$ cat config.mk
export PLATFORM = sky130hd
export DESIGN_NAME = pirq_ctrl
export DESIGN_NICKNAME = d
export VERILOG_FILES = /design/src/rtl/pirq_pkg.sv /design/src/rtl/pirq_sync.sv /design/src/rtl/pirq_detect.sv /design/src/rtl/pirq_status.sv /design/src/rtl/pirq_ctrl.sv
export SDC_FILE = /design/constraint.sdc
export NUM_CORES = 1
export LEC_CHECK = 0
export BUFFER_PORTS_ARGS = -buffer_cell sky130_fd_sc_hd__buf_2
export CAP_MARGIN = 10
export CORE_UTILIZATION = 35
export CTS_CLUSTER_DIAMETER = 120
export CTS_CLUSTER_SIZE = 25
export DETAILED_ROUTE_END_ITERATION = 16
export GPL_TIMING_DRIVEN = 1
export PLACE_DENSITY = 0.54
export RECOVER_POWER = 100
export SLEW_MARGIN = 20
export SYNTH_ARGS = -nofsm -noshare
export SYNTH_HDL_FRONTEND = slang
export SYNTH_SLANG_ARGS = --single-unit
$ cat constraint.sdc
create_clock -name clk -period 1.6 [get_ports clk]
set_input_delay 0 -clock clk [delete_from_list [all_inputs] [get_ports clk]]
set_output_delay 0 -clock clk [all_outputs]
set_load 0.01 [all_outputs]
$ cat src/rtl/pirq_pkg.sv
package pirq_pkg;
  localparam int NSRC  = 32;
  localparam int IDX_W = $clog2(NSRC);

  localparam logic [3:0] OFS_STATUS = 4'h0;
  localparam logic [3:0] OFS_ENABLE = 4'h2;
  localparam logic [3:0] OFS_CRIT   = 4'h3;
  localparam logic [3:0] OFS_SENSE  = 4'h4;
  localparam logic [3:0] OFS_TRIG   = 4'h5;
  localparam logic [3:0] OFS_MASKED = 4'h6;

  // Raw line after sense adjustment: 1 means "active".
  function automatic logic [NSRC-1:0] sense_adjust(input logic [NSRC-1:0] lvl,
                                                   input logic [NSRC-1:0] sense);
    return ~(lvl ^ sense);
  endfunction

  // Lowest source number with its bit set; source n lives at bit NSRC-1-n.
  function automatic logic [IDX_W-1:0] first_src(input logic [NSRC-1:0] vec);
    logic [IDX_W-1:0] idx;
    idx = '0;
    for (int n = NSRC - 1; n >= 0; n--) begin
      if (vec[NSRC-1-n]) idx = IDX_W'(n);
    end
    return idx;
  endfunction
endpackage

$ cat src/rtl/pirq_sync.sv
module pirq_sync #(
  parameter int W      = 32,
  parameter int STAGES = 2
) (
  input  logic         clk,
  input  logic         rst_n,
  input  logic [W-1:0] d,
  output logic [W-1:0] q
);
  logic [W-1:0] stage [STAGES];

  generate
    for (genvar s = 0; s < STAGES; s++) begin : g_stage
      always_ff @(posedge clk or negedge rst_n) begin
        if (!rst_n) stage[s] <= '0;
        else if (s == 0) stage[s] <= d;
        else stage[s] <= stage[(s == 0) ? 0 : s-1];
      end
    end
  endgenerate

  assign q = stage[STAGES-1];
endmodule

$ cat src/rtl/pirq_detect.sv
module pirq_detect
  import pirq_pkg::*;
(
  input  logic            clk,
  input  logic            rst_n,
  input  logic [NSRC-1:0] lvl,
  input  logic [NSRC-1:0] sense,
  input  logic [NSRC-1:0] trig,
  output logic [NSRC-1:0] edge_hit,
  output logic [NSRC-1:0] set_vec
);
  logic [NSRC-1:0] active;
  logic [NSRC-1:0] prev_q;

  assign active = sense_adjust(lvl, sense);

  always_ff @(posedge clk or negedge rst_n) begin
    if (!rst_n) prev_q <= '0;
    else prev_q <= active;
  end

  assign edge_hit = active & ~prev_q;
  assign set_vec  = (trig & edge_hit) | (~trig & active);
endmodule

$ cat src/rtl/pirq_status.sv
module pirq_status
  import pirq_pkg::*;
(
  input  logic            clk,
  input  logic            rst_n,
  input  logic [NSRC-1:0] set_vec,
  input  logic [NSRC-1:0] clr_vec,
  output logic [NSRC-1:0] status_q
);
  // Set has priority over a same-cycle acknowledge.
  always_ff @(posedge clk or negedge rst_n) begin
    if (!rst_n) status_q <= '0;
    else status_q <= set_vec | (status_q & ~clr_vec);
  end
endmodule

$ cat src/rtl/pirq_ctrl.sv
module pirq_ctrl
  import pirq_pkg::*;
(
  input  logic             clk,
  input  logic             rst_n,
  input  logic [NSRC-1:0]  src_in,
  input  logic [3:0]       bus_addr,
  input  logic             bus_wr,
  input  logic [31:0]      bus_wdata,
  output logic [31:0]      bus_rdata,
  output logic             norm_irq,
  output logic             crit_irq,
  output logic             pend_valid,
  output logic [IDX_W-1:0] pend_src
);
  logic [NSRC-1:0] src_bits;
  logic [NSRC-1:0] lvl_sync;
  logic [NSRC-1:0] edge_hit;
  logic [NSRC-1:0] set_vec;
  logic [NSRC-1:0] clr_vec;
  logic [NSRC-1:0] status_q;
  logic [NSRC-1:0] enable_q;
  logic [NSRC-1:0] crit_q;
  logic [NSRC-1:0] sense_q;
  logic [NSRC-1:0] trig_q;
  logic [NSRC-1:0] masked;

  // Source n -> register bit NSRC-1-n
  generate
    for (genvar n = 0; n < NSRC; n++) begin : g_map
      assign src_bits[NSRC-1-n] = src_in[n];
    end
  endgenerate

  pirq_sync #(.W(NSRC), .STAGES(2)) u_sync (
    .clk(clk), .rst_n(rst_n), .d(src_bits), .q(lvl_sync)
  );

  pirq_detect u_det (
    .clk(clk), .rst_n(rst_n), .lvl(lvl_sync), .sense(sense_q),
    .trig(trig_q), .edge_hit(edge_hit), .set_vec(set_vec)
  );

  assign clr_vec = (bus_wr && bus_addr == OFS_STATUS) ? bus_wdata[NSRC-1:0] : '0;

  pirq_status u_stat (
    .clk(clk), .rst_n(rst_n), .set_vec(set_vec), .clr_vec(clr_vec), .status_q(status_q)
  );

  always_ff @(posedge clk or negedge rst_n) begin
    if (!rst_n) begin
      enable_q <= '0;
      crit_q   <= '0;
      sense_q  <= '1;
      trig_q   <= '0;
    end else if (bus_wr) begin
      case (bus_addr)
        OFS_ENABLE: enable_q <= bus_wdata[NSRC-1:0];
        OFS_CRIT:   crit_q   <= bus_wdata[NSRC-1:0];
        OFS_SENSE:  sense_q  <= bus_wdata[NSRC-1:0];
        OFS_TRIG:   trig_q   <= bus_wdata[NSRC-1:0];
        default: ;
      endcase
    end
  end

  assign masked = status_q & enable_q;

  always_ff @(posedge clk or negedge rst_n) begin
    if (!rst_n) begin
      norm_irq <= 1'b0;
      crit_irq <= 1'b0;
    end else begin
      norm_irq <= |(masked & ~crit_q);
      crit_irq <= |(masked & crit_q);
    end
  end

  assign pend_valid = |masked;
  assign pend_src   = first_src(masked);

  always_comb begin
    case (bus_addr)
      OFS_STATUS: bus_rdata = status_q;
      OFS_ENABLE: bus_rdata = enable_q;
      OFS_CRIT:   bus_rdata = crit_q;
      OFS_SENSE:  bus_rdata = sense_q;
      OFS_TRIG:   bus_rdata = trig_q;
      OFS_MASKED: bus_rdata = masked;
      default:    bus_rdata = '0;
    endcase
  end
endmodule

# After elaboration in Yosys (flattened, before gate mapping)
# Cells that the tools add are included.
# totals
register_bits,258
word_cells,73
# classes
n_eq_ne,5
muxes,34
bitwise_logic,15
n_reduce_logical,9
# op_table
cell,count
$and A32 B32 Y32,7
$pmux W32 S6,1
$mux W5,32
$not A32 Y32,5
$reduce_or A32 Y1,3
$or A32 B32 Y32,2
$mux W32,1
$xor A32 B32 Y32,1
$eq A4 B3 Y1 const B,3
$eq A4 B2 Y1 const B,2
$reduce_and A2 Y1,4
$logic_not A4 Y1,1
$logic_and A1 B1 Y1,1

# Logic depth before layout (Yosys ltp)
# Gate-level depths: netlist of the first run.
# depth
ltp_word,33
ltp_mapped,6

# Hierarchy
# A second synthesis of the first run with hierarchy kept.
# unflattened
cells_unflattened,1000
area_unflattened_um2,11549.8
# by_module_without_submodules
mod,instances,cells_per_inst,area_per_inst_um2
pirq_ctrl,1,648,7065.5
pirq_sync,1,96,1841.8
pirq_detect,1,160,1481.4
pirq_status,1,96,1161.1

# Least setup slack after synthesis of the first run
# No wires, ideal clock.
# synth_path
kind,register to output
from,register enable_q[13]
to,output port pend_src[3]
arrival_ps,1275
required_time_ps,1600
setup_slack_ps,325
stages_incl_launch_ff,6
path_buffers,0
path_cell_list,dfrtp_1 -> a22oi_1 -> nand3_1 -> nor3_1 -> a21oi_1 -> nor3_1
# synth_via
elab_chain_len,20
# synth_rtl
item,line_no,source
"start, declared",pirq_ctrl.sv:22,logic [NSRC-1:0] enable_q;
"start signal, assigned",pirq_ctrl.sv:58,OFS_ENABLE: enable_q <= bus_wdata[NSRC-1:0];
$and A32 B32 Y32,pirq_ctrl.sv:67,assign masked = status_q & enable_q;
$mux W5 (19 in series),pirq_pkg.sv:23,if (vec[NSRC-1-n]) idx = IDX_W'(n);
"end, declared",pirq_ctrl.sv:14,output logic [IDX_W-1:0] pend_src
# No other way between the ends.

# Worst setup path in the final report of the first run
# layout_path
from,register enable_q[13]
to,output port pend_src[2]
# The elaborated chain is that of the path after synthesis.

==> results of run 1 <==
[metal layers]
| layer | part of all wire, % | global-route usage [%] | vias to the layer above |
|---|---|---|---|
| met5 | 0 | 0 | - |
| met4 | 2.7 | 5.66 | 0 |
| met3 | 5.5 | 2.41 | 53 |
| met2 | 46 | 33.5 | 282 |
| met1 | 46 | 30.5 | 4255 |
| li1 | - | - | 3755 |
[placed cells by master, fill, tap and decap left out, types with 4 or more instances in the layout]
master,netlist,routed
mux2_1,30,30
dfrtp_1,226,220
xnor2_1,32,32
clkbuf_16,0,15
buf_12,0,4
a22oi_2,0,15
dfrtp_2,0,6
a32oi_1,15,12
nor3_2,3,4
buf_6,0,16
o22ai_1,8,8
o211ai_1,21,21
nand2_1,107,98
clkbuf_2,0,11
mux2_2,98,98
dfstp_1,0,31
o21ai_1,0,5
a22o_1,36,36
clkbuf_1,19,12
buf_8,0,4
a21oi_1,26,16
nand2_2,0,8
nand3_1,44,42
buf_4,0,69
o22a_1,4,4
dlygate4sd3_1,0,65
a22oi_1,71,56
nand4_1,13,13
a31oi_1,4,4
o221ai_1,4,4
buf_2,13,105
nor3_1,8,7
a21oi_2,0,10
inv_1,20,20
[worst max path at each step]
stage	start	endpoint	cells after the start
floorplan	enable_q[13]	pend_src[3]	5
global placement	u_stat.status_q[13]	pend_src[3]	7
detailed placement	u_stat.status_q[13]	pend_src[3]	7
CTS	u_stat.status_q[13]	pend_src[2]	8
global route	enable_q[13]	pend_src[2]	8
finish	enable_q[13]	pend_src[2]	8
[timing repair]
action                     CTS  global route
hold endpoints to repair   426             0
pin swaps                   16            25
hold buffers                65             0
setup endpoints to repair   10            24
buffers inserted            10             4
resized for setup           32            46
[cell type report]
cell class              count  area share, %
inverters                  20          0.538
repair buffers            283           15.2
well taps                 396           3.55
clock inverters             2          0.332
clock buffers              21           2.85
multi-input cells         556           31.0
flip-flops and latches    258           46.6
[stage by stage]
step / hold slack, ps / power, mW / util [%]
after detailed placement: -30.9 / 12.3 / 41.6
after global routing: 119 / 17.5 / 45.7
final: 128 / 16.7 / 45.7
after CTS: 13.4 / 16.8 / 45.7
after floorplan: -296 / 10.5 / -
after global placement: -27.2 / 12.3 / 41.6
[cells by family after synthesis]
logic type      share of synthesized area [%]
compound gates                           13.9
xor+xnor                                 2.59
buf+inv                                  2.05
flops                                    59.9
mux                                      13.3
simple gates                             8.25
[state kept, by name (all words and copies together) (netlist names)]
register / count
u_sync.stage: 32
sense_q: 32
u_stat.status_q: 32
enable_q: 32
u_det.prev_q: 32
norm_irq: 1
crit_q: 32
trig_q: 32
u_sync.q: 32
crit_irq: 1
[power groups by stage]
stage	Combinational (mW)	Sequential, mW	Clock (mW)
6_report	3.93	8.66	4.10
5_1_grt	4.23	8.80	4.47
4_1_cts	3.84	8.67	4.26
3_5_place_dp	3.55	8.78	0
3_3_place_gp	3.50	8.76	0
2_1_floorplan	1.96	8.53	0
[worst max-delay path, delay by kind of cell (launching register included)]
kind	cells	cell delay, ps
compound gates	4	660
buf+inv	3	390
simple gates	1	140
flops	1	400
==> qor.yml, run 1 <==
grt_pass1_vias: 8348
ys_warn_count: 0
hpwl_microns: 23100
synthesis.area_per_instance_sq_um: 12.5
antenna_found_initial: 0
cts_buffers: 14
fin_crit_ps: 2110
max_freq_mhz: 473
wl_per_cell_microns: 21.6
p_comb_share_pct: 23.6
ir_worst_vdd_mv: 0.730
cts-root-buf: "clkbuf_16"
synth_nets: 940
routed_via_density: 5.43
crit_required_ps: 1600
place_area_sq_mm: 0.0127
overflow: 0
synth_edf_count: 0
tightest_slew_ps: 1510
clock_power_share_pct: 24.6
clock_latency_ps: 510
dp_cells: 1439
finalSetupViolCount: 38
finalCritPeriodShare_pct: 132
report.final.slew_viol_count: 47
worst-path-max-fanout: 2
num-fill-cells: 2852
yosys_register_bits: 258
fin_tns_setup_ps: -8330
violations: "capacitance limit, slew limit, setup timing"
grt_pass1_wl_microns: 50100
ys_async_sr_fraction_pct: 100
r2r_end: "crit_irq"
hold_depth: 2
drc_errors: 0
portBuffers: 110
gp_congestion: 0.912
core_sq_mm: 0.0305
pre_cts_ws_ps: -77.9
rows: 64
area_growth_pct: 28.7
slowest_stage: "dfrtp_1"
cp_cell_sequence: "a22oi_2 -> nand3_2 -> buf_6 -> a21oi_2 -> o21ai_1 -> a21oi_1 -> buf_4 -> buf_6"
cp_common_cell: "buf_6"
synth-main-ff-cell: "dfrtp_1"
p_leak_nw: 5.97
seq_area_sq_mm: 0.00650
end_kind: "output port"
post_synth_inst_count: 869
ant_nets: 0
yosys.area.top_type: "dfrtp_1"
outcome: "finished with violations"
reg2regPathDepth: 7
clkTransAtPathRegs_ps: 100
diodes: 0
fin_cells: 1536
r2r-start: "u_stat.status_q[28]"
holdCritStartpoint: "src_in[15]"
power.density_mw_per_mm2: 1200
drt-initial-drc-count: 520
cap_violations: 1
hold_viol_final: 0
nets: 1204
clock_sinks: 258
cts_max_path_buffers: 3
dr.pass1.iters: 6
synth_area_leaders: "dfrtp_1 52%, mux2_2 10%, dfstp_2 7.8%, a22oi_1 4.9%, nand2_1 3.7%"
multi_input_area_sq_mm: 0.00432
fin_skew_ps: 33.4
slowest_delay_ps: 400
yosysMostFrequentCell: "dfrtp_1"
die_x_microns: 178
vias: 8345
hold_end: "u_sync.stage[48]"
cts_tree: "done"
finalInstanceArea_sq_mm: 0.0140
relSlewSlack_pct: -0.689
fp.dieH_microns: 178
intPower_mw: 11.6
die_area_sq_mm: 0.0317
cp-start-kind: "flip-flop"
cp.arrival_ps: 2110
p_seq_share_pct: 51.9
ys_seq_area_share_pct: 59.9
p_sw_share_pct: 30.4
switchingPower_mw: 5.08
critical_path_class: "flip-flop to output port"
synth_top_area_share_pct: 52.2
h-tree-depth: 1
initial_core_util_pct: 35.5
synth_cell_types: 37
netlist_top_cells_count: "226 x dfrtp_1, 107 x nand2_1, 98 x mux2_2"
drive_gt1_share_pct: 33.8
synth_area_sq_mm: 0.0108
layout_setup_ws_ps: -512
holdCritPathClass: "input port to flip-flop"
grt_max_degree: 51
ff2ff_setup_slack_ps: 80
io_pins: 111
rsz0062_at_grt: "yes"
routed_wl_microns: 33200
track_usage_pct: 21.1
(Power assumes the default switching activity.)
==> run 2: changes to the inputs <==
--- a/config.mk
+++ b/config.mk
@@ -13,7 +13,6 @@
 export DETAILED_ROUTE_END_ITERATION = 16
 export GPL_TIMING_DRIVEN = 1
 export PLACE_DENSITY = 0.54
-export RECOVER_POWER = 100
 export SLEW_MARGIN = 20
 export SYNTH_ARGS = -nofsm -noshare
 export SYNTH_HDL_FRONTEND = slang
==> run 2 against run 1 <==
  * The run ends with setup timing left
  * Core utilization is 0.59 points higher
  * Clock skew hardly changed
  * Cell count unchanged
  * Flip-flop and latch count is the same
  * Critical path depth is the same
  * Die area unchanged
  * Global-route usage stayed put
  * Largest cell class unchanged
  * Highest routed layer unchanged
==> qor.yml, run 2 (synthesized netlist as in run 1, its figures left out) <==
hpwl_microns: 23100  # unchanged
holdCritPathClass: "input port to asynchronous set/reset pin"
track_usage_pct: 21.1  # unchanged
cp.arrival_ps: 2080  # -30 ps
routed_wl_microns: 33300  # +0.21%
crit_required_ps: 1600  # about the same
cts_tree: "done"
end_kind: "output port"
grt_pass1_wl_microns: 50100  # unchanged
clock_latency_ps: 510  # about the same
wl_met2_microns: 15300  # +0.87%
routed_via_density: 5.42  # -0.18%
max_freq_mhz: 481  # +1.5%
rows: 64  # unchanged
die_area_sq_mm: 0.0317  # unchanged
portBuffers: 110  # unchanged
h-tree-depth: 1  # unchanged
gp_congestion: 0.912  # unchanged
power.density_mw_per_mm2: 1190  # -0.66%
slowest_delay_ps: 400  # about the same
fin_crit_ps: 2080  # -31.6 ps
layout_setup_ws_ps: -481  # +31.6 ps
topRoutingLayerUsed: "met4"
area_growth_pct: 30.4
pre_cts_ws_ps: -77.9  # unchanged
cts-root-buf: "clkbuf_16"
p_leak_nw: 6.05  # +1.4%
outcome: "finished with violations"
vias: 8330  # -0.18%
nets: 1204  # unchanged
drc_errors: 0  # unchanged
wl_met1_microns: 15200  # -0.76%
finalPower_mw: 16.8  # +0.62%
worst-path-max-fanout: 2  # unchanged
io_pins: 111  # unchanged
finalSetupViolCount: 7  # -82%
cap_violations: 0  # -1
dr.pass1.iters: 5  # -1
antenna_found_initial: 0  # unchanged
cts_buffers: 14  # unchanged
finalCritPeriodShare_pct: 130  # -2.0 points
ir_worst_vdd_mv: 0.730  # about the same
core_sq_mm: 0.0305  # unchanged
relSlewSlack_pct: 68.0  # +69 points
diodes: 0  # unchanged
slowest_stage: "dfrtp_1"
drive_gt1_share_pct: 37.4  # +3.6 points
rsz0062_at_grt: "yes"
critical_path_class: "flip-flop to output port"
grt_pass1_vias: 8348  # unchanged
cp-start-kind: "flip-flop"
wl_per_cell_microns: 21.7  # +0.21%
overflow: 0  # unchanged
cts_max_path_buffers: 3  # unchanged
wl_met3_microns: 1910  # +5.1%
hold_viol_final: 0  # unchanged
die_x_microns: 178  # unchanged
drt-initial-drc-count: 510  # -1.9%
path_buf_inv: 3  # unchanged
grt_max_degree: 51  # unchanged
ant_nets: 0  # unchanged
cp_cell_sequence: "a22oi_2 -> nand3_2 -> buf_6 -> a21oi_2 -> o21ai_1 -> a21oi_1 -> buf_4 -> buf_6"
fin_skew_ps: 33.6  # +0.222 ps
mostFrequentLayoutCell: "dfrtp_1"
initial_core_util_pct: 35.5  # unchanged
final_cell_mix: "220 x dfrtp_1, 108 x buf_2, 98 x nand2_1, 98 x mux2_2, 80 x buf_4"
postLayoutCoreUtil_pct: 46.3  # +0.59 points
cp_common_cell: "buf_6"
tightest_slew_ps: 480  # -1030 ps
critPathTopFamily: "compound AO/OA/AOI/OAI gates"
fp.dieH_microns: 178  # unchanged
clock_sinks: 258  # unchanged
clkTransAtPathRegs_ps: 100  # about the same
report.final.slew_viol_count: 0  # -100%
violations: "setup timing"
-- run 2: cell count changes in the layout (fill, tap and decap cells not counted), moves of 2 or more --
cell	change
buf_4	+11
clkbuf_1	-6
clkbuf_2	-11
dfstp_2	+31
buf_8	-3
nor3_1	-2
clkbuf_4	-3
dfstp_1	-31
buf_2	+3
buf_12	+8
nor3_4	+3
-- run 2: what timing repair did --
action                     CTS  global route
pin swaps                   16            25
hold buffers                65             0
resized for setup           32            46
hold endpoints to repair   426             0
setup endpoints to repair   10            24
buffers inserted            10             4
-- run 2: area by class of cell --
cell class	instances	area, sq um
sequential	258	6500
clock inverter	2	46.3
timing repair buffer	283	2240
inverter	20	75.1
fill	2822	16400
clock buffer	21	398
multi-input combinational	556	4370
tap	396	495
-- run 2: where the power goes --
part	switching [mW]	internal, mW	total (mW)	leakage (nW)
Clock	2.17	1.93	4.10	0.213
Sequential	0.962	7.75	8.71	2.93
Combinational	1.95	2.03	3.98	2.91
-- run 2: worst reg2reg max path, cell delays in order (launching register included) --
cell and delay, ps:
dfrtp_1 430, buf_6 140, and2_4 160, buf_4 140, a32oi_2 170, nand4_1 100
nor3_1 210, nand2_1 70
-- run 2: layer usage --
metal | global-route usage (%) | vias up
li1 | - | 3760
met1 | 30.5 | 4232
met2 | 33.5 | 283
met3 | 2.41 | 55
met4 | 5.66 | 0
met5 | 0 | -
-- run 2: stage by stage --
| step | instances | setup TNS, ps | hold slack (ps) | instance area, sq um |
|---|---|---|---|---|
| 3_3_place_gp | 1439 | -185 | -27.2 | 12700 |
| 4_1_cts | 1535 | -2900 | 13.4 | 13900 |
| 5_1_grt | 1536 | -3560 | 49.0 | 14100 |
| 6_report | 1536 | -2800 | 19.8 | 14100 |
| 3_5_place_dp | 1439 | -153 | -30.9 | 12700 |
| 2_1_floorplan | 869 | 0 | -296 | 10800 |
-- run 2: path summary, 6_finish.rpt --
path                                startpoint               end  slack [ps]  cells after the start
setup / recovery                  enable_q[13]       pend_src[2]        -480                      8
hold / removal                           rst_n        crit_q[14]          20                      2
max in group asynchronous                rst_n       sense_q[31]         930                      3
setup reg to reg           u_stat.status_q[28]          crit_irq          90                      7
min in group clk                    src_in[15]  u_sync.stage[48]         130                      2
hold reg to reg               u_sync.stage[53]      u_sync.q[21]         340                      0
==> run 3: changes to the inputs <==
--- a/config.mk
+++ b/config.mk
@@ -16,4 +16,5 @@
 export SLEW_MARGIN = 20
 export SYNTH_ARGS = -nofsm -noshare
 export SYNTH_HDL_FRONTEND = slang
+export SYNTH_HIERARCHICAL = 1
 export SYNTH_SLANG_ARGS = --single-unit
==> run 3 against run 2 <==
  * Maximum frequency is 3.5% lower
  * Sequential power is 2% lower
  * Sequential share of layout area is 3.5 points lower
  * Setup slack worse by 76 ps
  * Critical path depth stayed put
  * The flow still finishes with violations (setup timing)
==> qor.yml, run 3 <==
fin_skew_ps: 20.6  # -13.0 ps
initial_core_util_pct: 35.9  # +0.32 points
cp_cell_sequence: "buf_6 -> a22o_1 -> a31oi_4 -> o21ai_2 -> a311oi_2 -> o41ai_2 -> buf_4 -> buf_6"
ir_worst_vdd_mv: 0.838  # +15%
max_freq_mhz: 464  # -3.5%
postLayoutCoreUtil_pct: 48.0  # +1.7 points
r2r-start: "enable_q[1]"
p_leak_nw: 6.89  # +14%
ys_warn_count: 6  # +6
p_comb_share_pct: 28.6  # +4.9 points
fin_crit_ps: 2160  # +75.7 ps
critical_path_class: "flip-flop to output port"
layout_setup_ws_ps: -556  # -75.7 ps
synth_area_sq_mm: 0.0114  # +5.4%
clkTransAtPathRegs_ps: 100  # about the same
clock_sinks: 258  # unchanged
slowest_stage: "dfrtp_1"
power.density_mw_per_mm2: 1150  # -3.1%
cap_violations: 0  # unchanged
r2r_end: "crit_irq"
cp_common_cell: "buf_6"
intPower_mw: 12.2  # +3.8%
fin_cells: 1710  # +11%
place_area_sq_mm: 0.0135  # +6.4%
core_sq_mm: 0.0319  # +4.5%
antenna_found_initial: 0  # unchanged
hpwl_microns: 23400  # +1.7%
holdCritStartpoint: "bus_wr"
clock_latency_ps: 500  # about the same
seq_area_sq_mm: 0.00650  # about the same
holdCritPathClass: "input port to flip-flop"
die_area_sq_mm: 0.0334  # +5.4%
num-fill-cells: 2997  # +6.2%
cts-root-buf: "clkbuf_16"
drt-initial-drc-count: 525  # +2.9%
cp.arrival_ps: 2160  # +80 ps
p_sw_share_pct: 31.0  # +0.69 points
track_usage_pct: 20.3  # -0.77 points
fp.dieH_microns: 183  # +2.7%
violations: "setup timing"
grt_max_degree: 79  # +55%
finalCritPeriodShare_pct: 135  # +4.7 points
hold_end: "u_stat/status_q[19]"
switchingPower_mw: 5.45  # +7.2%
io_pins: 111  # unchanged
worst-path-max-fanout: 2  # unchanged
relSlewSlack_pct: 64.7  # -3.4 points
dp_cells: 1599  # +11%
die_x_microns: 183  # +2.7%
mostFrequentLayoutCell: "dfrtp_1"
rsz0062_at_grt: "yes"
grt_pass1_vias: 8906  # +6.7%
routed_via_density: 5.09  # -6.2%
multi_input_area_sq_mm: 0.00462  # +5.5%
wl_per_cell_microns: 19.6  # -9.6%
reg2regPathDepth: 6  # -1
vias: 8698  # +4.4%
clock_power_share_pct: 22.8  # -1.6 points
cp-start-kind: "flip-flop"
cts_buffers: 14  # unchanged
grt_pass1_wl_microns: 52200  # +4.1%
finalInstanceArea_sq_mm: 0.0153  # +8.2%
rows: 65  # +1.6%
outcome: "finished with violations"
portBuffers: 110  # unchanged
post_synth_inst_count: 968  # +11%
cts_tree: "done"
p_seq_share_pct: 48.6  # -3.3 points
gp_congestion: 0.873  # -4.3%
area_growth_pct: 33.8
final_cell_mix: "224 x dfrtp_1, 127 x buf_4, 105 x buf_2"
hold_depth: 4
crit_required_ps: 1600  # about the same
synth_nets: 1039  # +11%
routed_wl_microns: 33500  # +0.66%
dr.pass1.iters: 5  # unchanged
synthesis.area_per_instance_sq_um: 11.8  # -5.3%
timing.hold.ws_ps: 47.0  # +27.1 ps
ff2ff_setup_slack_ps: -220  # -310 ps
drc_errors: 0  # unchanged
diodes: 0  # unchanged
hold_viol_final: 0  # unchanged
slowest_delay_ps: 420  # +20 ps
end_kind: "output port"
cts_max_path_buffers: 3  # unchanged
tightest_slew_ps: 530  # +50.6 ps
report.final.slew_viol_count: 0  # unchanged
h-tree-depth: 1  # unchanged
ant_nets: 0  # unchanged
overflow: 0  # unchanged
finalSetupViolCount: 11  # +4
nets: 1339  # +11%
drive_gt1_share_pct: 41.3  # +3.9 points
run 3: worst max path at each step:
stage                       startpoint  slack (ps)  depth (start not counted)          end
floorplan                  enable_q[5]          30                          4     crit_irq
global placement           enable_q[5]        -250                          6   pend_valid
detailed placement         enable_q[7]        -250                          6   pend_valid
CTS                 u_stat/status_q[7]        -570                          7  pend_src[1]
global route        u_stat/status_q[7]        -650                          6   pend_valid
finish              u_stat/status_q[1]        -560                          8  pend_src[1]
run 3: cell type report:
type / count / area share, %
clock buffer: 22 / 2.63
clock inverter: 1 / 0.131
inverter: 84 / 2.06
multi-input combinational: 556 / 30.2
sequential: 258 / 42.5
tap: 435 / 3.56
timing repair buffer: 354 / 18.9
run 3: metrics by stage:
step,setup TNS (ps),total power [mW],setup WS (ps)
final,-3170,17.6,-556
after global placement,-821,12.9,-252
after CTS,-3520,17.4,-569
after detailed placement,-855,13.0,-248
after global routing,-4490,18.5,-649
after floorplan,0,10.6,26.7
run 3: critical path, delay by kind of cell, from the launching register on:
family,cells,cell delay [ps]
buffers and inverters,3,400
DFF,1,420
AOI/OAI and AO/OA,5,830
run 3: power by group through the flow:
stage	clock, mW	sequential [mW]	combinational, mW
after global placement	0	8.59	4.28
final	4.02	8.55	5.03
after global routing	4.36	8.70	5.48
after CTS	4.15	8.51	4.75
after detailed placement	0	8.62	4.33
after floorplan	0	8.51	2.11
run 3: routing by layer:
layer  GRT usage, %  wire length [microns]  part of all wire [%]  vias up
li1               -                      -                     -     4045
met1           29.4                  16000                    48     4426
met2           33.0                  15700                    47      198
met3           2.00                   1180                   3.5       29
met4           4.20                    590                   1.8        0
met5              0                      0                     0        -
run 3: what timing repair did:
action | in CTS | in global routing
setup endpoints to repair | 12 | 28
endpoints found under the hold margin | 433 | 0
pin swaps | 25 | 43
resized for setup | 51 | 84
hold buffers | 66 | 0
buffers inserted | 15 | 14
